$ cat src/rtl/tcap_pkg.sv
package tcap_pkg;
   typedef enum logic {
      SRC_PIN = 1'b0,
      SRC_CMP = 1'b1
   } tcap_src_e;

   typedef enum logic {
      EDGE_FALL = 1'b0,
      EDGE_RISE = 1'b1
   } tcap_edge_e;

   typedef struct packed {
      tcap_src_e  src;
      tcap_edge_e pol;
      logic       filt;
   } tcap_cfg_t;

   function automatic int idx_width(input int nbytes);
      return (nbytes > 1) ? $clog2(nbytes) : 1;
   endfunction
endpackage

$ cat src/rtl/tcap_sync.sv
module tcap_sync #(
   parameter int STAGES = 2
) (
   input  logic clk,
   input  logic rst_n,
   input  logic d,
   output logic q
);
   logic [STAGES-1:0] chain;

   generate
      for (genvar i = 0; i < STAGES; i++) begin : g_stage
         if (i == 0) begin : g_first
            always_ff @(posedge clk or negedge rst_n) begin
               if (!rst_n) chain[0] <= 1'b0;
               else        chain[0] <= d;
            end
         end else begin : g_next
            always_ff @(posedge clk or negedge rst_n) begin
               if (!rst_n) chain[i] <= 1'b0;
               else        chain[i] <= chain[i-1];
            end
         end
      end
   endgenerate

   assign q = chain[STAGES-1];
endmodule

$ cat src/rtl/tcap_filter.sv
module tcap_filter #(
   parameter int FILT_LEN = 4
) (
   input  logic clk,
   input  logic rst_n,
   input  logic en,
   input  logic din,
   output logic lvl
);
   generate
      if (FILT_LEN < 2) begin : g_none
         logic unused_en;
         assign unused_en = en ^ clk ^ rst_n;
         assign lvl = din;
      end else begin : g_vote
         logic [FILT_LEN-2:0] hist;
         logic [FILT_LEN-1:0] win;
         logic                acc;
         logic                agree_hi;
         logic                agree_lo;

         assign win      = {hist, din};
         assign agree_hi = &win;
         assign agree_lo = ~(|win);

         always_ff @(posedge clk or negedge rst_n) begin
            if (!rst_n) begin
               hist <= '0;
               acc  <= 1'b0;
            end else begin
               hist <= win[FILT_LEN-2:0];
               if (!en)           acc <= din;
               else if (agree_hi) acc <= 1'b1;
               else if (agree_lo) acc <= 1'b0;
            end
         end

         assign lvl = en ? acc : din;
      end
   endgenerate
endmodule

$ cat src/rtl/tcap_edge.sv
module tcap_edge
   import tcap_pkg::*;
(
   input  logic       clk,
   input  logic       rst_n,
   input  logic       lvl,
   input  tcap_edge_e pol,
   output logic       evt
);
   logic prev;

   always_ff @(posedge clk or negedge rst_n) begin
      if (!rst_n) prev <= 1'b0;
      else        prev <= lvl;
   end

   always_comb begin
      unique case (pol)
         EDGE_RISE: evt = lvl & ~prev;
         EDGE_FALL: evt = ~lvl & prev;
         default:   evt = 1'b0;
      endcase
   end
endmodule

$ cat src/rtl/tcap_store.sv
module tcap_store #(
   parameter int CW   = 16,
   parameter int BW   = 8,
   parameter int IDXW = 1
) (
   input  logic            clk,
   input  logic            rst_n,
   input  logic            evt,
   input  logic [CW-1:0]   cnt,
   input  logic            rd_en,
   input  logic [IDXW-1:0] rd_idx,
   output logic [BW-1:0]   rd_data,
   output logic [CW-1:0]   cap_q,
   output logic [CW-BW-1:0] tmp_q
);
   localparam int NBYTES = CW / BW;

   logic [BW-1:0] bytes [NBYTES];
   logic          lo_read;

   assign lo_read = rd_en && (rd_idx == '0);

   always_ff @(posedge clk or negedge rst_n) begin
      if (!rst_n) begin
         cap_q <= '0;
         tmp_q <= '0;
      end else begin
         if (lo_read) tmp_q <= cap_q[CW-1:BW];
         if (evt)     cap_q <= cnt;
      end
   end

   generate
      for (genvar b = 0; b < NBYTES; b++) begin : g_byte
         if (b == 0) begin : g_live
            assign bytes[b] = cap_q[BW-1:0];
         end else begin : g_held
            assign bytes[b] = tmp_q[(b-1)*BW +: BW];
         end
      end
   endgenerate

   always_comb begin
      rd_data = '0;
      if (rd_en) begin
         for (int i = 0; i < NBYTES; i++) begin
            if (rd_idx == IDXW'(i)) rd_data = bytes[i];
         end
      end
   end
endmodule

$ cat src/rtl/tcap_unit.sv
module tcap_unit
   import tcap_pkg::*;
#(
   parameter int CNT_W       = 16,
   parameter int BUS_W       = 8,
   parameter int SYNC_STAGES = 2,
   parameter int FILT_LEN    = 4,
   localparam int NBYTES     = CNT_W / BUS_W,
   localparam int IDXW       = idx_width(CNT_W / BUS_W)
) (
   input  logic             clk,
   input  logic             rst_n,
   input  logic [CNT_W-1:0] cnt_val,
   input  logic             trig_pin,
   input  logic             trig_cmp,
   input  logic             cfg_src_cmp,
   input  logic             cfg_rise,
   input  logic             cfg_filt_en,
   input  logic             irq_en,
   input  logic             flag_wr1,
   input  logic             irq_ack,
   input  logic             rd_en,
   input  logic [IDXW-1:0]  rd_idx,
   output logic [BUS_W-1:0] rd_data,
   output logic             cap_flag,
   output logic             irq
);
   generate
      if (CNT_W % BUS_W != 0) begin : g_err_div
         $error("CNT_W must be a multiple of BUS_W");
      end
      if (NBYTES < 2) begin : g_err_narrow
         $error("CNT_W must span at least two bus bytes");
      end
      if (SYNC_STAGES < 2) begin : g_err_sync
         $error("SYNC_STAGES must be at least 2");
      end
   endgenerate

   tcap_cfg_t cfg;
   logic      src_raw;
   logic      src_sync;
   logic      lvl;
   logic      evt;
   logic [CNT_W-1:0]       cap_q;
   logic [CNT_W-BUS_W-1:0] tmp_q;

   assign cfg.src  = tcap_src_e'(cfg_src_cmp);
   assign cfg.pol  = tcap_edge_e'(cfg_rise);
   assign cfg.filt = cfg_filt_en;

   assign src_raw = (cfg.src == SRC_CMP) ? trig_cmp : trig_pin;

   tcap_sync #(.STAGES(SYNC_STAGES)) u_sync (
      .clk   (clk),
      .rst_n (rst_n),
      .d     (src_raw),
      .q     (src_sync)
   );

   tcap_filter #(.FILT_LEN(FILT_LEN)) u_filt (
      .clk   (clk),
      .rst_n (rst_n),
      .en    (cfg.filt),
      .din   (src_sync),
      .lvl   (lvl)
   );

   tcap_edge u_edge (
      .clk   (clk),
      .rst_n (rst_n),
      .lvl   (lvl),
      .pol   (cfg.pol),
      .evt   (evt)
   );

   tcap_store #(.CW(CNT_W), .BW(BUS_W), .IDXW(IDXW)) u_store (
      .clk     (clk),
      .rst_n   (rst_n),
      .evt     (evt),
      .cnt     (cnt_val),
      .rd_en   (rd_en),
      .rd_idx  (rd_idx),
      .rd_data (rd_data),
      .cap_q   (cap_q),
      .tmp_q   (tmp_q)
   );

   // set has priority over any clear on the same edge
   always_ff @(posedge clk or negedge rst_n) begin
      if (!rst_n)                   cap_flag <= 1'b0;
      else if (evt)                 cap_flag <= 1'b1;
      else if (flag_wr1 || irq_ack) cap_flag <= 1'b0;
   end

   assign irq = cap_flag & irq_en;
endmodule

$ cat config.mk
export PLATFORM = sky130hd
export DESIGN_NAME = tcap_unit
export DESIGN_NICKNAME = d
export VERILOG_FILES = /design/src/rtl/tcap_pkg.sv /design/src/rtl/tcap_sync.sv /design/src/rtl/tcap_filter.sv /design/src/rtl/tcap_edge.sv /design/src/rtl/tcap_store.sv /design/src/rtl/tcap_unit.sv
export SDC_FILE = /design/constraint.sdc
export NUM_CORES = 1
export LEC_CHECK = 0
export ABC_AREA = 1
export ABC_CLOCK_PERIOD_IN_PS = 1100
export BUFFER_PORTS_ARGS = -buffer_cell sky130_fd_sc_hd__buf_2
export CORE_AREA = 3 3 51 76
export DETAILED_ROUTE_END_ITERATION = 10
export DIE_AREA = 0 0 54 79
export PLACE_DENSITY = 0.77
export SLEW_MARGIN = 20
export SYNTH_ARGS = -nofsm -noshare
export SYNTH_HDL_FRONTEND = slang
export SYNTH_SLANG_ARGS = --single-unit
$ cat constraint.sdc
create_clock -name clk -period 1.1 [get_ports clk]
set_input_delay 0.055 -clock clk [delete_from_list [all_inputs] [get_ports clk]]
set_output_delay 0.055 -clock clk [all_outputs]
set_load 0.02 [all_outputs]
Yosys cells after proc, flatten, opt, wreduce, memory -nomap -nowiden
Cells that the tools add are included.
{ "word_totals": {"regBits": 32, "out_inout_bits": 10, "wordCells": 31} }
{ "op_classes": {"bitwise_logic": 7, "n_mux": 10, "n_reduce_logical": 5, "eq_ne": 1} }
{ "ops": {"columns": ["operator", "count"], "rows": [
  ["$mux W8", 2],
  ["$mux W1", 7],
  ["$not A1 Y1", 4],
  ["$reduce_and A4 Y1", 1],
  ["$reduce_or A4 Y1", 1],
  ["$and A1 B1 Y1", 3],
  ["$ne A3 B2 Y1 const B", 1],
  ["$pmux W1 S2", 1],
  ["$reduce_bool A2 Y1", 1],
  ["$logic_and A1 B1 Y1", 1],
  ["$logic_or A1 B1 Y1", 1]
]} }

Depth between registers and ports, before layout
{ "logic_depth": {"word_depth": 5, "depth_mapped": 7, "depth_no_buf": 6} }

By module
Synthesis repeated with hierarchy kept, for this count alone.
{ "hier_totals": {"hier_cells": 181, "area_unflattened_um2": 1442.6} }
{ "modules_own_cells": {"columns": ["mod", "seq_area_each_um2", "instances", "cells_per_inst", "area_per_inst_um2"], "rows": [
  ["tcap_store", 600.6, 1, 145, 1128.6],
  ["tcap_filter", 100.1, 1, 16, 148.9],
  ["tcap_unit", 25.0, 1, 11, 65.1],
  ["tcap_edge", 25.0, 1, 7, 50.0],
  ["tcap_sync", 50.0, 1, 2, 50.0]
]} }

Least setup slack after synthesis
No wires, ideal clock.
{ "synth_path": {"path_type": "reg-to-reg", "startpoint": "register u_sync.chain[1] (netlist: u_sync.q)", "endpoint": "register u_store.cap_q[12]", "arrival_time_ns": 0.941, "required_time_ns": 0.982, "n_path_buf": 1, "synth_period_minus_slack_ns": 1.059, "setup_slack_ns": 0.041, "stages_incl_launch_ff": 6, "path_cell_list": "dfrtp_1 -> nand2_4 -> nand3_2 -> buf_4 -> nand3_1 -> nand2_1"} }
{ "synth_via": {"elab_chain_len": 4, "elab_cells_between_ends": 5, "cone_classes": "mux: 2; bitwise: 3"} }
{ "synth_lines": {"columns": ["item", "line", "text"], "rows": [
  ["start, declared", "tcap_sync.sv:9", "logic [STAGES-1:0] chain;"],
  ["start signal, assigned by index", "tcap_sync.sv:21", "else chain[i] <= chain[i-1];"],
  ["$mux W1 (*)", "tcap_filter.sv:38", "assign lvl = en ? acc : din;"],
  ["$not A1 Y1", "tcap_edge.sv:20", "EDGE_FALL: evt = ~lvl & prev;"],
  ["$and A1 B1 Y1", "tcap_edge.sv:20", null],
  ["$pmux W1 S2 (*)", "tcap_edge.sv:18", "unique case (pol)"],
  ["end signal, assigned", "tcap_store.sv:29", "if (evt) cap_q <= cnt;"],
  ["end, declared", "tcap_store.sv:13", "output logic [CW-1:0] cap_q,"]
]} }
Every way passes the cells marked *; elsewhere a longest branch is shown, timed or not.
A chain may end at the register's enable or synchronous reset.

Worst setup path after layout
{ "layout_path": {"startpoint": "register u_edge.prev", "endpoint": "register u_store.cap_q[0]"} }
{ "layout_via": {"elab_chain_len": 3, "elab_cells_between_ends": 4, "cone_classes": "mux: 1; bitwise: 3"} }
{ "layout_lines": {"columns": ["item", "line", "text"], "rows": [
  ["start, declared", "tcap_edge.sv:10", "logic prev;"],
  ["start signal, assigned", "tcap_edge.sv:14", "else prev <= lvl;"],
  ["$not A1 Y1", "tcap_edge.sv:19", "EDGE_RISE: evt = lvl & ~prev;"],
  ["$and A1 B1 Y1", "tcap_edge.sv:19", null],
  ["$pmux W1 S2 (*)", "tcap_edge.sv:18", null]
]} }
Marked as above.

==> flow_metrics.py <==
metrics = {
    "outcome": {
        "status": "complete, but fails checks",
        "failed_checks": "negative hold slack, negative setup slack",
    },
    "global_route": {
        "grt.overflow.total": 0,
        "grt_pass1_vias": 1428,
        "grt_util_all_layers": 0.208,
        "antenna_found_initial": 0,
        "grt_max_degree": 33,
        "grt_pass1_wl_um": 6480,
    },
    "synth": {
        "synth-seq-cells": 32,
        "syn-num-nets": 190,
        "yosys-top-cells-area": "dfrtp_1 53%, nand3_1 11%, nand2_1 9.0%, nand3_2 6.7%, nor2_1 4.8%",
        "synth-seq-area-share": 0.534,
        "synth_top_area_share": 0.534,
        "netlist_instances": 162,
        "ys.flop_type": "dfrtp_1",
        "syn-mean-instance-area_um2": 9.25,
        "yosys.area_share.simple": 0.376,
        "synthTopCellsByCount": "36 x nand2_1, 33 x nand3_1, 32 x dfrtp_1, 19 x nor2_1, 10 x nand3_2",
        "synth.most_common_cell": "nand2_1",
        "synthMuxAreaShare": 0.00751,
        "synth-warning-count": 0,
        "synth_compound_area_frac": 0.0317,
        "synth_xor_area_frac": 0,
        "async_flop_share": 1.00,
        "synthAdderAreaFrac": 0,
        "syn_area_um2": 1500,
        "synth_top_family_by_area": "simple AND/OR/NAND/NOR gates",
        "synth-edff-count": 0,
        "synth.distinct_cells": 20,
        "synth_top_area_cell": "dfrtp_1",
    },
    "sta": {
        "timing.final.crit_share": 1.06,
        "drv_slew": 0,
        "final.min_clock_period_ns": 1.16,
        "whs_ns": -0.0121,
        "fin_skew_ns": 0.00512,
        "timing_worst_slew_pin_value_ns": 0.305,
        "hold_viol": 2,
        "fin_ws_ns": -0.0627,
        "clock.fmax_mhz": 860,
        "max_slew_margin": 0.797,
        "rsz0062_at_grt": "true",
        "setup_viol": 17,
    },
    "worst_setup_path": {
        "endpoint_kind": "register",
        "crit_path_top_delay_cell": "dfrtp_1",
        "start_kind": "register",
        "crit_chain": "buf_6 -> nor2_4 -> buf_8 -> nand2_8 -> nand3_2 -> nand2_2",
        "slowest_delay_ns": 0.42,
        "setup.worst_path.class": "register to register",
        "cp_max_fo": 8,
        "timing.critical_path.max_delay_family": "flip-flops",
        "crit_buf_inv": 2,
        "crit_arrival_ns": 1.34,
        "cp.required_ns": 1.28,
    },
    "clocking": {
        "cts.clk_slew.worst_paths_ns": 0.06,
        "h-tree-depth": 2,
        "clock_sinks": 32,
        "cts_buffer_depth": 2,
        "cts-buffers-inserted": 5,
        "cts_root_buffer": "clkbuf_8",
        "clock_latency_ns": 0.28,
        "cts_tree": "done",
    },
    "placement": {
        "place_congestion": 0.715,
        "dp.cells": 238,
        "dp_hpwl_um": 2390,
        "pre_cts_ws_ns": -0.0470,
        "place.port_buffers": 37,
    },
    "power": {
        "switching_share": 0.316,
        "pwr-share-comb": 0.288,
        "ir_worst_vdd_v": 0.00119,
        "power_frac_seq": 0.429,
        "power.internal_mw": 2.63,
        "power.density_nw_per_um2": 1740,
        "clkPwrFrac": 0.283,
        "power_leakage_nw": 1.13,
        "p_switching_mw": 1.21,
    },
    "drt": {
        "wl_per_cell_um": 14.9,
        "vias": 1351,
        "drt-total-wl_um": 3900,
        "ant_nets": 0,
        "dr.pass1.iters": 4,
        "initialDrtViolationCount": 17,
        "via_per_inst": 5.18,
        "drc": 0,
    },
    "min_path": {
        "hp-class": "input pin to register",
    },
    "floorplanning": {
        "die_h_um": 79,
        "ios": 38,
        "die_x_um": 54,
        "num_rows": 25,
        "dieArea_um2": 4270,
        "initial_core_util": 0.465,
        "core_um2": 3220,
    },
    "flow_run": {
        "maxCapViolations": 0,
    },
    "finish": {
        "stdcell_count": 261,
        "drive_gt1_frac": 0.489,
        "fin_nets": 248,
        "area_growth_pct": 47.4,
        "diodes": 0,
    },
}
## final timing paths
kind,start,slack (ns),cells after the start,to
worst max-delay path,u_edge.prev$_DFF_PN0_,-0.06,6,u_store.cap_q[0]$_DFFE_PN0P_
worst min-delay path,cnt_val[4],-0.01,3,u_store.cap_q[4]$_DFFE_PN0P_
worst max register to register,u_edge.prev$_DFF_PN0_,-0.06,6,u_store.cap_q[0]$_DFFE_PN0P_
worst min register to register,u_sync.chain[0]$_DFF_PN0_,0.41,0,u_sync.q$_DFF_PN0_
max in group asynchronous,rst_n,0.68,3,u_store.tmp_q[7]$_DFFE_PN0P_
min in group asynchronous,rst_n,0.25,3,u_store.cap_q[9]$_DFFE_PN0P_
## cell families (layout without fill, tap and decap cells)
family,count (synthesis),after routing
flip-flops,32,32
AO/OA/AOI/OAI,9,9
AND/OR/NAND/NOR,107,111
multiplexers,1,1
buffers and inverters,13,68
## per-stage QoR
stage	TNS [ns]	utilization	total power [mW]	cell area, um2
floorplan	0	-	2.15	1500
global placement	-0.0165	0.548	2.41	1760
detailed placement	-0.392	0.548	2.44	1760
CTS	-0.0397	0.639	3.67	2060
global route	-1.72	0.686	4.06	2210
finish	-0.788	0.686	3.84	2210
## metal layers
| layer | wire length (um) | track usage | vias to the layer above |
|---|---|---|---|
| li1 | - | - | 658 |
| met1 | 1400 | 0.237 | 652 |
| met3 | 168 | 0.0413 | 9 |
| met2 | 2250 | 0.374 | 32 |
| met5 | 0 | 0 | - |
| met4 | 78 | 0.0673 | 0 |
## what timing repair did
action / in CTS / in global routing
pin swaps: 5 / 10
cloned: 4 / 0
setup endpoints to repair: 21 / 25
hold buffers: 3 / 0
resized for setup: 18 / 32
endpoints found under the hold margin: 34 / 0
buffers inserted: 4 / 4
## worst register-to-register path: cells and delay by family (launching register included)
kind                   cells  cell delay (ns)
buffers and inverters      2             0.30
and+or+nand+nor            4             0.36
DFF                        1             0.42
## power groups by stage
stage                     sequential [mW]  combinational, mW  clock (mW)
final                                1.65               1.10        1.09
after global routing                 1.68               1.22        1.16
after CTS                            1.64              0.929        1.11
after detailed placement             1.65              0.793           0
after global placement               1.64              0.770           0
after floorplan                      1.61              0.546           0
## flip-flops by register name, indices dropped and copies added, names as in the netlist
| register | cells |
|---|---|
| cap_flag | 1 |
| u_edge.prev | 1 |
| u_filt.g_vote.acc | 1 |
| u_filt.g_vote.hist | 3 |
| u_store.cap_q | 16 |
| u_store.tmp_q | 8 |
| u_sync.chain | 1 |
| u_sync.q | 1 |
## placed cells by master (no fill, tap or decap)
master | synthesis | final
a21o_1 | 1 | 1
buf_12 | 0 | 3
buf_2 | 2 | 34
buf_4 | 2 | 10
buf_6 | 2 | 3
buf_8 | 0 | 1
bufinv_16 | 0 | 1
clkbuf_1 | 0 | 1
clkbuf_8 | 0 | 5
clkinv_2 | 0 | 1
dfrtp_1 | 32 | 32
dlygate4sd3_1 | 0 | 3
inv_1 | 2 | 2
inv_2 | 4 | 3
inv_6 | 0 | 1
mux2_2 | 1 | 1
nand2_1 | 36 | 34
nand2_2 | 1 | 2
nand2_4 | 4 | 3
nand2_8 | 0 | 5
nand3_1 | 33 | 16
nand3_2 | 10 | 26
nand3_4 | 1 | 3
nand4_1 | 1 | 1
nor2_1 | 19 | 18
nor2_2 | 1 | 1
nor2_4 | 1 | 2
o21ai_1 | 0 | 5
o21ai_2 | 0 | 3
## cell type report
class | count | area [um2]
clock buffers | 6 | 72.6
fillers | 231 | 1010
flip-flops and latches | 32 | 801
repair buffers | 54 | 384
inverters | 6 | 27.5
clock inverters | 2 | 35.0
multi-input cells | 121 | 840
well taps | 40 | 50.0
Note: power is estimated with default switching activity, not from simulation.
